<file path="src/rtl/opp_pkg.sv">
package opp_pkg;
  parameter int CODE_W = 8;

  typedef struct packed {
    logic [CODE_W-1:0] freq;
    logic [CODE_W-1:0] volt;
  } opp_t;

  typedef enum logic [2:0] {
    SQ_IDLE,
    SQ_VUP,
    SQ_FUP,
    SQ_FDN,
    SQ_VDN
  } seq_state_e;

  function automatic logic [CODE_W-1:0] ramp(input int unsigned base,
                                             input int unsigned step,
                                             input int unsigned idx);
    int unsigned tmp;
    tmp = base + step * idx;
    return tmp[CODE_W-1:0];
  endfunction
endpackage

</file>
<file path="src/rtl/opp_table.sv">
module opp_table #(
  parameter int N_ENT  = 8,
  parameter int F_BASE = 30,
  parameter int F_STEP = 30,
  parameter int V_BASE = 60,
  parameter int V_STEP = 20,
  localparam int IDX_W = $clog2(N_ENT)
) (
  input  logic                        clk,
  input  logic                        rst_n,
  input  logic                        wr_en,
  input  logic [IDX_W-1:0]            wr_idx,
  input  opp_pkg::opp_t               wr_entry,
  output opp_pkg::opp_t [N_ENT-1:0]   ent_o
);
  for (genvar g = 0; g < N_ENT; g++) begin : g_ent
    opp_pkg::opp_t q;
    logic          we;
    assign we = wr_en && (wr_idx == IDX_W'(g));
    always_ff @(posedge clk or negedge rst_n) begin
      if (!rst_n) begin
        q.freq <= opp_pkg::ramp(F_BASE, F_STEP, g);
        q.volt <= opp_pkg::ramp(V_BASE, V_STEP, g);
      end else if (we) begin
        q <= wr_entry;
      end
    end
    assign ent_o[g] = q;
  end
endmodule

</file>
<file path="src/rtl/opp_lookup.sv">
module opp_lookup #(
  parameter int N_ENT  = 8,
  localparam int IDX_W = $clog2(N_ENT),
  localparam int CW    = opp_pkg::CODE_W
) (
  input  opp_pkg::opp_t [N_ENT-1:0] ent_i,
  input  logic [CW-1:0]             level_i,
  output logic [IDX_W-1:0]          idx_o,
  output logic                      ovf_o
);
  logic [N_ENT-1:0] hit;

  for (genvar g = 0; g < N_ENT; g++) begin : g_cmp
    assign hit[g] = (ent_i[g].freq >= level_i);
  end

  always_comb begin
    idx_o = IDX_W'(N_ENT - 1);
    for (int i = N_ENT - 1; i >= 0; i--) begin
      if (hit[i]) idx_o = IDX_W'(i);
    end
    ovf_o = ~|hit;
  end
endmodule

</file>
<file path="src/rtl/opp_seq.sv">
module opp_seq #(
  parameter int N_ENT = 8,
  parameter logic [opp_pkg::CODE_W-1:0] RST_FREQ = '0,
  parameter logic [opp_pkg::CODE_W-1:0] RST_VOLT = '0,
  localparam int IDX_W = $clog2(N_ENT),
  localparam int CW    = opp_pkg::CODE_W
) (
  input  logic               clk,
  input  logic               rst_n,
  input  logic               start_i,
  input  logic [IDX_W-1:0]   start_idx_i,
  input  opp_pkg::opp_t      start_ent_i,
  input  logic               pll_ack_i,
  input  logic               vreg_ack_i,
  output logic               pll_req_o,
  output logic [CW-1:0]      pll_freq_o,
  output logic               vreg_req_o,
  output logic [CW-1:0]      vreg_volt_o,
  output logic               done_o,
  output logic [IDX_W-1:0]   cur_idx_o,
  output logic               idle_o
);
  import opp_pkg::*;

  seq_state_e         state_q, state_d;
  opp_t               tgt_q, tgt_d;
  logic [IDX_W-1:0]   tgt_idx_q, tgt_idx_d, cur_q, cur_d;
  logic               pll_req_q, pll_req_d, vreg_req_q, vreg_req_d;
  logic [CW-1:0]      freq_q, freq_d, volt_q, volt_d;
  logic               done_q, done_d;

  always_comb begin
    state_d    = state_q;
    tgt_d      = tgt_q;
    tgt_idx_d  = tgt_idx_q;
    cur_d      = cur_q;
    pll_req_d  = pll_req_q;
    vreg_req_d = vreg_req_q;
    freq_d     = freq_q;
    volt_d     = volt_q;
    done_d     = 1'b0;
    unique case (state_q)
      SQ_IDLE: begin
        if (start_i) begin
          tgt_d     = start_ent_i;
          tgt_idx_d = start_idx_i;
          if (start_idx_i > cur_q) begin
            volt_d     = start_ent_i.volt;
            vreg_req_d = 1'b1;
            state_d    = SQ_VUP;
          end else if (start_idx_i < cur_q) begin
            freq_d    = start_ent_i.freq;
            pll_req_d = 1'b1;
            state_d   = SQ_FDN;
          end else begin
            done_d = 1'b1;
          end
        end
      end
      SQ_VUP: begin
        if (vreg_ack_i) begin
          vreg_req_d = 1'b0;
          freq_d     = tgt_q.freq;
          pll_req_d  = 1'b1;
          state_d    = SQ_FUP;
        end
      end
      SQ_FUP: begin
        if (pll_ack_i) begin
          pll_req_d = 1'b0;
          cur_d     = tgt_idx_q;
          done_d    = 1'b1;
          state_d   = SQ_IDLE;
        end
      end
      SQ_FDN: begin
        if (pll_ack_i) begin
          pll_req_d  = 1'b0;
          volt_d     = tgt_q.volt;
          vreg_req_d = 1'b1;
          state_d    = SQ_VDN;
        end
      end
      SQ_VDN: begin
        if (vreg_ack_i) begin
          vreg_req_d = 1'b0;
          cur_d      = tgt_idx_q;
          done_d     = 1'b1;
          state_d    = SQ_IDLE;
        end
      end
      default: state_d = SQ_IDLE;
    endcase
  end

  always_ff @(posedge clk or negedge rst_n) begin
    if (!rst_n) begin
      state_q    <= SQ_IDLE;
      tgt_q      <= '0;
      tgt_idx_q  <= '0;
      cur_q      <= '0;
      pll_req_q  <= 1'b0;
      vreg_req_q <= 1'b0;
      freq_q     <= RST_FREQ;
      volt_q     <= RST_VOLT;
      done_q     <= 1'b0;
    end else begin
      state_q    <= state_d;
      tgt_q      <= tgt_d;
      tgt_idx_q  <= tgt_idx_d;
      cur_q      <= cur_d;
      pll_req_q  <= pll_req_d;
      vreg_req_q <= vreg_req_d;
      freq_q     <= freq_d;
      volt_q     <= volt_d;
      done_q     <= done_d;
    end
  end

  assign pll_req_o   = pll_req_q;
  assign pll_freq_o  = freq_q;
  assign vreg_req_o  = vreg_req_q;
  assign vreg_volt_o = volt_q;
  assign done_o      = done_q;
  assign cur_idx_o   = cur_q;
  assign idle_o      = (state_q == SQ_IDLE);
endmodule

</file>
<file path="src/rtl/opp_ctrl.sv">
module opp_ctrl #(
  parameter int N_ENT  = 8,
  parameter int F_BASE = 30,
  parameter int F_STEP = 30,
  parameter int V_BASE = 60,
  parameter int V_STEP = 20
) (
  input  logic                       clk,
  input  logic                       rst_n,
  input  logic                       tbl_wr_en,
  input  logic [$clog2(N_ENT)-1:0]   tbl_wr_idx,
  input  logic [7:0]                 tbl_wr_freq,
  input  logic [7:0]                 tbl_wr_volt,
  input  logic                       perf_valid,
  input  logic [7:0]                 perf_level,
  output logic                       pll_req,
  output logic [7:0]                 pll_freq,
  input  logic                       pll_ack,
  output logic                       vreg_req,
  output logic [7:0]                 vreg_volt,
  input  logic                       vreg_ack,
  output logic                       busy,
  output logic                       done,
  output logic [$clog2(N_ENT)-1:0]   cur_idx,
  output logic                       ovf_flag
);
  localparam int IDX_W = $clog2(N_ENT);
  localparam int CW    = opp_pkg::CODE_W;
  localparam logic [CW-1:0] RST_F = opp_pkg::ramp(F_BASE, F_STEP, 0);
  localparam logic [CW-1:0] RST_V = opp_pkg::ramp(V_BASE, V_STEP, 0);

  opp_pkg::opp_t [N_ENT-1:0] ent;
  opp_pkg::opp_t             wr_entry;
  logic                      wr_ok;
  logic [IDX_W-1:0]          lk_idx;
  logic                      lk_ovf;
  logic [CW-1:0]             lvl_sel;
  logic                      seq_idle, start;
  logic                      pend_q, pend_d, ovf_q, ovf_d;
  logic [CW-1:0]             plvl_q, plvl_d;

  assign wr_entry = '{freq: tbl_wr_freq, volt: tbl_wr_volt};
  assign wr_ok    = tbl_wr_en && !busy;

  opp_table #(
    .N_ENT(N_ENT), .F_BASE(F_BASE), .F_STEP(F_STEP),
    .V_BASE(V_BASE), .V_STEP(V_STEP)
  ) u_table (
    .clk(clk), .rst_n(rst_n), .wr_en(wr_ok), .wr_idx(tbl_wr_idx),
    .wr_entry(wr_entry), .ent_o(ent)
  );

  assign lvl_sel = perf_valid ? perf_level : plvl_q;

  opp_lookup #(.N_ENT(N_ENT)) u_lookup (
    .ent_i(ent), .level_i(lvl_sel), .idx_o(lk_idx), .ovf_o(lk_ovf)
  );

  assign start = seq_idle && (perf_valid || pend_q);

  always_comb begin
    pend_d = pend_q;
    plvl_d = plvl_q;
    ovf_d  = ovf_q | (start & lk_ovf);
    if (start) begin
      pend_d = 1'b0;
    end else if (perf_valid) begin
      pend_d = 1'b1;
      plvl_d = perf_level;
    end
  end

  always_ff @(posedge clk or negedge rst_n) begin
    if (!rst_n) begin
      pend_q <= 1'b0;
      plvl_q <= '0;
      ovf_q  <= 1'b0;
    end else begin
      pend_q <= pend_d;
      plvl_q <= plvl_d;
      ovf_q  <= ovf_d;
    end
  end

  opp_seq #(.N_ENT(N_ENT), .RST_FREQ(RST_F), .RST_VOLT(RST_V)) u_seq (
    .clk(clk), .rst_n(rst_n), .start_i(start), .start_idx_i(lk_idx),
    .start_ent_i(ent[lk_idx]), .pll_ack_i(pll_ack), .vreg_ack_i(vreg_ack),
    .pll_req_o(pll_req), .pll_freq_o(pll_freq), .vreg_req_o(vreg_req),
    .vreg_volt_o(vreg_volt), .done_o(done), .cur_idx_o(cur_idx),
    .idle_o(seq_idle)
  );

  assign busy     = !seq_idle || pend_q;
  assign ovf_flag = ovf_q;
endmodule

</file>
<file path="config.mk">
export PLATFORM = sky130hd
export DESIGN_NAME = opp_ctrl
export DESIGN_NICKNAME = d
export VERILOG_FILES = /design/src/rtl/opp_pkg.sv /design/src/rtl/opp_table.sv /design/src/rtl/opp_lookup.sv /design/src/rtl/opp_seq.sv /design/src/rtl/opp_ctrl.sv
export SDC_FILE = /design/constraint.sdc
export NUM_CORES = 1
export LEC_CHECK = 0
export ABC_AREA = 0
export BUFFER_PORTS_ARGS = -buffer_cell sky130_fd_sc_hd__buf_2
export CORE_ASPECT_RATIO = 0.75
export CORE_UTILIZATION = 45
export CTS_BUF_LIST = sky130_fd_sc_hd__clkbuf_8
export CTS_CLUSTER_SIZE = 24
export DETAILED_ROUTE_END_ITERATION = 7
export SLEW_MARGIN = 5
export SYNTH_ARGS = -nofsm -noshare
export SYNTH_HDL_FRONTEND = slang
export SYNTH_SLANG_ARGS = --single-unit
</file>
<file path="constraint.sdc">
create_clock -name clk -period 4.73 [get_ports clk]
set_input_delay 0.473 -clock clk [delete_from_list [all_inputs] [get_ports clk]]
set_output_delay 0.473 -clock clk [all_outputs]
set_load 0.01 [all_outputs]
</file>
==> impl_metrics.py <==
metrics = {
    "drt": {
        "via_per_inst": 5.704,
        "ant_nets": 0,
        "wl_mm": 26.28,
        "wire_per_inst_um": 20.96,
        "vias": 7153,
        "dr.pass1.iters": 4,
        "drt_iter0_markers": 550,
        "drc": 0,
    },
    "synth": {
        "syn_area_um2": 9993,
        "synthAdderAreaFrac_pct": 8.389,
        "syn_inst": 898,
        "synthFlopType": "dfrtp_1",
        "synth_top_area_share_pct": 29.30,
        "postSynthAreaPerCell_um2": 11.13,
        "ys_seq_area_share_pct": 46.39,
        "ys_types": 60,
        "synth_mux_area_share_pct": 13.77,
        "synth_top_family_by_area": "compound AO/OA/AOI/OAI gates",
        "post-synth-top-area-cell": "dfrtp_1",
        "yosys.area_share.simple_pct": 9.365,
        "synth_seq_cells": 182,
        "syn_nets": 998,
        "synth_top_cells_by_area": "dfrtp_1, dfstp_2, mux2_2, ha_1, nand2_1",
        "synth-warning-count": 0,
        "async_reset_ff_share_pct": 100.0,
        "synth_xor_area_share_pct": 0,
        "synth-compound-area-share_pct": 17.80,
        "synth-edff-count": 0,
    },
    "setup_path": {
        "cp-start-kind": "flip-flop",
        "end_kind": "flip-flop",
        "crit_type": "reg -> reg",
        "required_ns": 5.08,
        "slowest_stage": "a2111oi_2",
        "cpMostUsedCell": "ha_1",
        "cp_cell_sequence": "mux2_2 -> ha_1 -> nand2b_1 -> a2111oi_2 -> o31a_2 -> nand2_1 -> o211a_1 -> ha_1 -> a21o_1 -> a21oi_1 -> nor2b_1 -> nor2_1 -> a21oi_2 -> o21ai_1 -> o211ai_1",
        "cp_slowest_stage_delay_ns": 0.40,
        "cp.arrival_ns": 4.38,
        "cp_max_fo": 9,
    },
    "die": {
        "core.rowCount": 46,
        "initial_utilization_pct": 46.55,
        "core_area_um2": 21470,
        "die_x_um": 174.1,
        "die_h_um": 131.1,
        "die_area_um2": 22810,
        "ioPinCount": 57,
    },
    "placed_design": {
        "post-place-ws_ns": -0.05937,
        "dp_cells": 1222,
        "portBuffers": 56,
        "hpwl_mm": 17.76,
        "place_congestion": 0.9384,
    },
    "cells_and_area": {
        "syn_to_final_growth_pct": 10.70,
        "final_nets": 1053,
        "fin_cells": 1254,
        "n_fill_cell": 1958,
        "drive_gt1_share_pct": 34.89,
        "n_antenna_cell": 0,
    },
    "timing": {
        "worst_slack_ns": 0.7016,
        "fin_tns_setup_ns": 0,
        "skew_ns": 0.02189,
        "setup_viol": 0,
        "drv_slew": 0,
        "grt_setup_unrepaired": "false",
        "max_freq_ghz": 0.2482,
        "hold_viol": 0,
        "layout_min_cycle_time_ns": 4.028,
        "slew_headroom_pct": 28.82,
        "fin_crit_sh_pct": 85.17,
        "tightest_slew_ns": 1.065,
        "worst_hold_slack_ns": 0.07835,
    },
    "clock_tree": {
        "cts.sinks": 182,
        "tritoncts": "yes",
        "clk_pin_slew_worst_paths_ns": 0.11,
        "post_cts_buffers": 0,
        "cts_made_buffers": 17,
        "clkLatencyLatePin_ns": 0.48,
        "cts_buffer_depth": 2,
        "root_buffer": "clkbuf_8",
        "htreeDepth": 4,
    },
    "pwr": {
        "ir_drop_mv": 0.5211,
        "total_power_mw": 9.284,
        "p_per_area_nw_per_um2": 839.2,
        "leakage_nw": 5.201,
    },
    "global_route": {
        "grt_antenna_before_repair": 0,
        "grtUsageTotal_pct": 24.33,
        "grt_pass1_wl_mm": 41.27,
        "grt_pass1_vias": 6925,
        "grt_overflow": 0,
        "grt_max_degree": 111,
    },
    "flow_run": {
        "maxCapViolCount": 0,
    },
    "worst_hold_path": {
        "hp-class": "in -> async",
    },
    "outcome": {
        "status": "completed",
    },
}
[cells in the mapped netlist (3+ instances only)]
library cell,n
a21o_1,14
a21oi_1,39
a31oi_1,3
a32oi_1,14
a41o_1,5
and3_1,11
buf_2,15
buf_4,3
buf_6,5
clkbuf_1,22
dfrtp_1,117
dfstp_2,65
ha_1,67
inv_1,47
mux2_2,116
mux2i_1,7
nand2_1,62
nand2b_1,9
nand2b_4,3
nand3_1,44
nand4_1,4
nor2_1,40
nor2b_1,3
o211a_1,6
o211ai_1,26
o211ai_2,15
o21a_1,8
o21ai_0,43
o21ai_1,26
o22a_1,16
[timing repair]
action                     CTS  global route
resized for setup            0             1
setup endpoints to repair    0             8
hold buffers                 0             0
[worst max-delay path: cells and delay by family, from the launching register on]
family	cells	cell delay, ns
muxes	1	0.37
DFF	1	0.39
AOI/OAI and AO/OA	8	1.99
adders and majority gates	2	0.59
and+or+nand+nor	4	0.55
[cell families after synthesis]
logic type      count (synthesis)
flops                         182
mux                           123
fa+ha+maj                      67
compound gates                240
simple gates                  191
buf+inv                        95
[layer usage]
metal / track usage [%] / up-vias / part of all wire [%]
met5: 0 / - / 0
met4: 4.231 / 0 / 0.62
met3: 4.642 / 12 / 6.1
met2: 34.42 / 178 / 40
met1: 38.39 / 3550 / 53
li1: - / 3413 / -
[state kept, by name (all words and copies together) (netlist names), 3 cells and up]
name	flops
u_seq.cur_idx_o	3
u_seq.pll_freq_o	8
u_seq.tgt_q	16
u_seq.state_q	3
u_seq.tgt_idx_q	3
u_table.ent_o	128
u_seq.vreg_volt_o	8
plvl_q	8
[layout make-up]
type	count	area, µm²	share of cell area, %
Clock inverter	15	210.2	1.900
Timing Repair Buffer	84	499.2	4.513
Tap cell	288	360.3	3.257
Clock buffer	17	234.0	2.115
Inverter	47	176.4	1.595
Multi-Input combinational cell	621	4947	44.72
Sequential cell	182	4636	41.90
[through the flow]
| step | utilization, % | instance area (µm²) |
|---|---|---|
| 3_3_place_gp | 49.43 | 10610 |
| 6_report | 51.53 | 11060 |
| 2_1_floorplan | - | 9993 |
| 3_5_place_dp | 49.43 | 10610 |
| 4_1_cts | 51.50 | 11060 |
| 5_1_grt | 51.53 | 11060 |
[cell usage in the layout (no fill, tap or decap), types with 4 or more instances in the layout]
cell and instances:
a21o_1 14, nand4_1 4, o211ai_2 15, o21ai_0 43, buf_4 28, mux2_2 116, ha_1 67, nand2_1 62
dfstp_2 65, and3_1 11, a32oi_1 14, inv_6 5, a21oi_1 39, nand2b_1 9, o22a_1 16, nand3_1 44
o211ai_1 26, mux2i_1 7, dfrtp_1 117, a41o_1 5, inv_1 47, buf_2 55, nor2_1 40, o21a_1 8
o211a_1 6, o21ai_1 25, clkbuf_8 18
[where the power goes]
part           switching, mW  internal, mW
clock                  0.634         0.546
sequential             0.460          2.39
combinational           3.20          2.05
total                   4.29          4.99
[worst paths after layout]
| kind | slack [ns] | start | cells after the start | end |
|---|---|---|---|---|
| max in group asynchronous | 3.57 | rst_n | 2 | u_table.ent_o[71] |
| min reg2reg | 0.49 | u_seq.tgt_q[15] | 2 | u_seq.tgt_q[15] |
| min | 0.08 | rst_n | 1 | u_seq.tgt_q[9] |
| max reg2reg | 0.70 | plvl_q[0] | 15 | u_seq.vreg_volt_o[7] |
| max | 0.70 | plvl_q[0] | 15 | u_seq.vreg_volt_o[7] |
| min in group clk | 0.24 | pll_ack | 2 | u_seq.state_q[1] |
(Power assumes the default switching activity.)
